<file path="src/rtl/page_xlate.sv">
module page_xlate #(
  parameter int AW = 16,
  parameter int OFS = 8,
  parameter logic [AW-1:0] KWIN_LO = 16'hC000,
  parameter logic [AW-1:0] KWIN_HI = 16'hEFFF,
  parameter logic [AW-1:0] KPHYS = 16'h0800
) (
  input  logic          clk,
  input  logic          rst,
  input  logic          map_en,
  input  logic          kprot,
  input  logic [AW-1:0] user_base,
  input  logic [AW-1:0] kern_base,
  input  logic          req_valid,
  output logic          req_ready,
  input  logic [AW-1:0] req_vaddr,
  input  logic [1:0]    req_kind,
  input  logic          req_user,
  output logic          mem_rd_en,
  output logic [AW-1:0] mem_rd_addr,
  input  logic [7:0]    mem_rd_data,
  output logic          rsp_valid,
  input  logic          rsp_ack,
  output logic [AW-1:0] rsp_paddr,
  output logic          rsp_cacheable,
  output logic          rsp_pagef,
  output logic          rsp_cow
);
  localparam int PW = AW - OFS;
  localparam logic [AW-1:0] KSHIFT = KWIN_LO - KPHYS;
  localparam logic [1:0] K_WRITE = 2'b01;
  localparam logic [1:0] K_FETCH = 2'b10;

  typedef enum logic [2:0] {S_IDLE, S_RD0, S_RD1, S_FIN, S_RESP} st_t;
  st_t st;

  logic [AW-1:0]  ea;
  logic [OFS-1:0] off;
  logic [1:0]     kind;
  logic [4:0]     flg;

  wire accept = req_valid && (st == S_IDLE);
  wire in_win = kprot && (req_vaddr >= KWIN_LO) && (req_vaddr <= KWIN_HI);
  wire direct = !map_en || in_win;
  wire [AW-1:0] base = req_user ? user_base : kern_base;
  wire [AW-1:0] entry = base + {{(AW-PW-1){1'b0}}, req_vaddr[AW-1:OFS], 1'b0};

  assign req_ready   = (st == S_IDLE);
  assign rsp_valid   = (st == S_RESP);
  assign mem_rd_en   = (st == S_RD0) || (st == S_RD1);
  assign mem_rd_addr = (st == S_RD1) ? ea + AW'(1) : ea;

  wire f_v   = flg[0];
  wire f_ro  = flg[2];
  wire f_cw  = flg[3];
  wire f_x   = flg[4];
  wire is_wr = (kind == K_WRITE);
  wire is_fx = (kind == K_FETCH);
  wire pf_n  = !f_v || (is_fx && !f_x) || (is_wr && f_ro && !f_cw);
  wire cw_n  = f_v && is_wr && f_cw;

  always_ff @(posedge clk) begin
    if (rst) begin
      st <= S_IDLE;
      ea <= '0;
      off <= '0;
      kind <= '0;
      flg <= '0;
      rsp_paddr <= '0;
      rsp_cacheable <= 1'b0;
      rsp_pagef <= 1'b0;
      rsp_cow <= 1'b0;
    end else begin
      case (st)
        S_IDLE: if (accept) begin
          off  <= req_vaddr[OFS-1:0];
          kind <= req_kind;
          ea   <= entry;
          if (direct) begin
            rsp_paddr     <= map_en ? req_vaddr - KSHIFT : req_vaddr;
            rsp_cacheable <= map_en;
            rsp_pagef     <= 1'b0;
            rsp_cow       <= 1'b0;
            st <= S_RESP;
          end else begin
            st <= S_RD0;
          end
        end
        S_RD0: st <= S_RD1;
        S_RD1: begin
          flg <= mem_rd_data[4:0];
          st  <= S_FIN;
        end
        S_FIN: begin
          rsp_paddr     <= {mem_rd_data[PW-1:0], off};
          rsp_cacheable <= flg[1];
          rsp_pagef     <= pf_n;
          rsp_cow       <= cw_n;
          st <= S_RESP;
        end
        S_RESP: if (rsp_ack) st <= S_IDLE;
        default: st <= S_IDLE;
      endcase
    end
  end
endmodule

</file>
<file path="config.mk">
export PLATFORM = sky130hd
export DESIGN_NAME = page_xlate
export DESIGN_NICKNAME = d
export VERILOG_FILES = /design/src/rtl/page_xlate.sv
export SDC_FILE = /design/constraint.sdc
export NUM_CORES = 1
export LEC_CHECK = 0
export ABC_AREA = 1
export BUFFER_PORTS_ARGS = -buffer_cell sky130_fd_sc_hd__buf_2
export CAP_MARGIN = 20
export CORE_MARGIN = 2
export CORE_UTILIZATION = 50
export CTS_CLUSTER_SIZE = 30
export DETAILED_ROUTE_END_ITERATION = 8
export PLACE_DENSITY = 0.78
export SYNTH_ARGS = -nofsm -noshare
export SYNTH_HDL_FRONTEND = slang
export SYNTH_SLANG_ARGS = --single-unit
</file>
<file path="constraint.sdc">
create_clock -name clk -period 3.3 [get_ports clk]
set_input_delay 0.66 -clock clk [delete_from_list [all_inputs] [get_ports clk]]
set_output_delay 0.66 -clock clk [all_outputs]
set_load 0.05 [all_outputs]
</file>
==> run metrics <==
Max Slew Vio Count=0; worst path arrival time=around 2.1 ns; Multi-input gate area=just under 2000 um2; FF/Latch Area=1060 um2; global-route usage over all layers=between 20% and 30%; DRT Wirelength=8770 um; Yosys warning total=0; Critical Path End Type=primary output; Worst-Skew Late Latency=0.30 ns; pre-CTS setup slack=between 0.5 and 0.6 ns; clock-pin slew on the worst setup and hold paths=0.10 ns; clock buffer depth=2; largest net degree at the start of global routing=31; first drt pass iteration count=5; Cell Pwr Density=between 500 and 600 nW/um2; hold_buf cts=0; Die H=86.4 um; fill cell count=658; Rows=30; die area=approximately 7500 um2; Net Count, Synth=about 610; CTS tree=yes; Setup Buffers After CTS=0; ANT nets after route=0; Avg WL per Cell=12.4 um; drt via density=5.17; worst path required time=2.64 ns; clock skew=0.00471 ns; initial DRC count=121; H-tree depth=2; nets@finish=704; initial core utilization=50.8%; worst rel slew slack=53.2%; slew at the pin with the worst max-slew slack=0.700 ns; Core Box Area=6680 um2; vias=3,669; Max stage delay on crit path=0.40 ns; die width=86.4 um; Distinct cells, synth=35; CTS buffer count=5; static leakage=2.09 nW; first-pass GRT wire length=14,400 um; Hold Vio Cnt, Final=0; share of post-route cells with drive strength above 1=20.7%; period utilisation layout=83.2%; worst vdd ir=between 0.15 and 0.2 mV; Highest Clock Rate=364 MHz; minimum clock period=2.74 ns; critical path, cell by cell=nor2_2 -> nand2_2 -> nor2_4 -> nand2_2 -> nor2_4 -> nand2_2 -> nor2_2 -> nand2_1 -> xor2_1 -> buf_2; Seq cells post-synth=53; Clock Sinks=53; Tot Pwr=around 2.1 mW; Final HPWL DP=6880 um; status=completed; initial antenna violation count=0; sequential area share after synthesis=31.3%; Setup TNS=0 ns; CP Class=reg2out; worst hold path class=reg2reg; via count of the first global-routing pass=3,336; # resized after CTS=0; unrepaired setup endpoints after global routing=no; average cell area after synthesis=6.32 um2; most frequent CP cell=nand2_2; mapped cell area=3390 um2; IO buf count=roughly 100; # Max-Cap Violations=0; critical path's slowest cell=dfxtp_1; num ports=~100; Remaining DRCs=0; critical path startpoint category=flop; GPL Wtd Cong=0.876; diode count=0; Root Driver=clkbuf_8; Gate Count Post-Synth=537; Area Overhead vs Synth=18.6%; setup violators final=0; CP Max Fanout=14; grt ovf=0; worst setup margin=0.555 ns
worst max-delay path, delay by kind of cell (launching register included):
family	cells	cell delay (ns)
flip-flops	1	0.40
buffers and inverters	1	0.27
XOR/XNOR	1	0.11
AND/OR/NAND/NOR	8	0.99
layout make-up:
cell class | instances | area share [%]
inverter | 71 | 6.68
tap | 80 | 2.49
clock buffer | 5 | 1.71
multi-input combinational | 393 | 48.6
timing repair buffer | 104 | 13.1
sequential | 53 | 26.4
clock inverter | 3 | 1.09
worst paths after layout:
path,startpoint,end,slack (ns),cells past startpoint
hold reg to reg,off[0]$_SDFFE_PP0P_,off[0]$_SDFFE_PP0P_,0.45,2
setup / recovery,st[2]$_SDFFE_PP0P_,mem_rd_addr[13],0.56,10
setup reg to reg,st[1]$_SDFFE_PP0P_,rsp_paddr[11]$_SDFFE_PP0P_,1.37,7
hold / removal,off[0]$_SDFFE_PP0P_,off[0]$_SDFFE_PP0P_,0.45,2
through the flow:
stage / hold WS (ns) / instances / util (%) / area, um2
2_1_floorplan: 0.425 / 537 / - / 3390
3_3_place_gp: 0.432 / 701 / 58.6 / 3910
3_5_place_dp: 0.440 / 701 / 58.6 / 3910
4_1_cts: 0.453 / 709 / 60.3 / 4030
5_1_grt: 0.476 / 709 / 60.3 / 4030
6_report: 0.452 / 709 / 60.3 / 4030
routing by layer:
| layer | wire, um | global-route usage [%] | part of all wire, % | vias up |
|---|---|---|---|---|
| met3 | 494 | 2.48 | 5.6 | 18 |
| met1 | 3730 | 29.4 | 43 | 1637 |
| li1 | - | - | - | 1894 |
| met4 | 202 | 7.81 | 2.3 | 0 |
| met2 | 4340 | 41.9 | 49 | 120 |
| met5 | 0 | 0 | 0 | - |
synth_stat cells (all sizes together):
cell / number / area, um2
or2: 3 / 21.3
o211ai: 4 / 30.0
and2: 1 / 6.26
ha: 10 / 125
nand4: 7 / 43.8
nor3b: 2 / 20.0
xor2: 14 / 123
nand2: 142 / 543
o21ai: 66 / 330
clkbuf: 8 / 30.0
nor3: 6 / 35.0
inv: 71 / 269
fa: 1 / 20.0
nor2: 64 / 268
a21oi: 34 / 170
o21a: 1 / 7.51
a31oi: 3 / 18.8
buf: 12 / 76.3
nor4: 1 / 12.5
a211oi: 1 / 7.51
dfxtp: 53 / 1060
nand3: 30 / 150
xnor2: 3 / 26.3
state kept, by name, summed over array words and instances (netlist names):
| register | flops |
|---|---|
| flg | 5 |
| kind | 2 |
| rsp_cacheable | 1 |
| rsp_cow | 1 |
| rsp_pagef | 1 |
| ea | 16 |
| off | 8 |
| st | 3 |
| rsp_paddr | 16 |
power breakdown:
part / leakage (nW) / internal (mW) / switching [mW]
clock: 0.0585 / 0.228 / 0.220
sequential: 0.437 / 0.738 / 0.0670
combinational: 1.60 / 0.236 / 0.623
layout by cell type (no fill, tap or decap), types with 2 or more instances in the layout:
cell type / n
nor2_4: 3
nand4_1: 7
xor2_1: 14
ha_1: 10
nor2_1: 59
nor2_2: 2
nand2_2: 4
clkbuf_8: 5
xnor2_1: 3
inv_2: 3
dfxtp_1: 53
o211ai_1: 4
o21ai_0: 48
a21oi_1: 34
buf_2: 102
buf_4: 2
a31oi_1: 3
nand2_1: 138
nor3_1: 5
o21ai_1: 18
inv_1: 67
nand3_1: 30
cell families (layout without fill, tap and decap cells):
kind of cell	Yosys count	after routing	share of synthesized area, %
compound gates	109	109	16.6
simple gates	256	256	32.4
xor+xnor	17	17	4.39
flops	53	53	31.3
buf+inv	91	183	11.1
fa+ha+maj	11	11	4.28
Note: power is estimated with default switching activity, not from simulation.
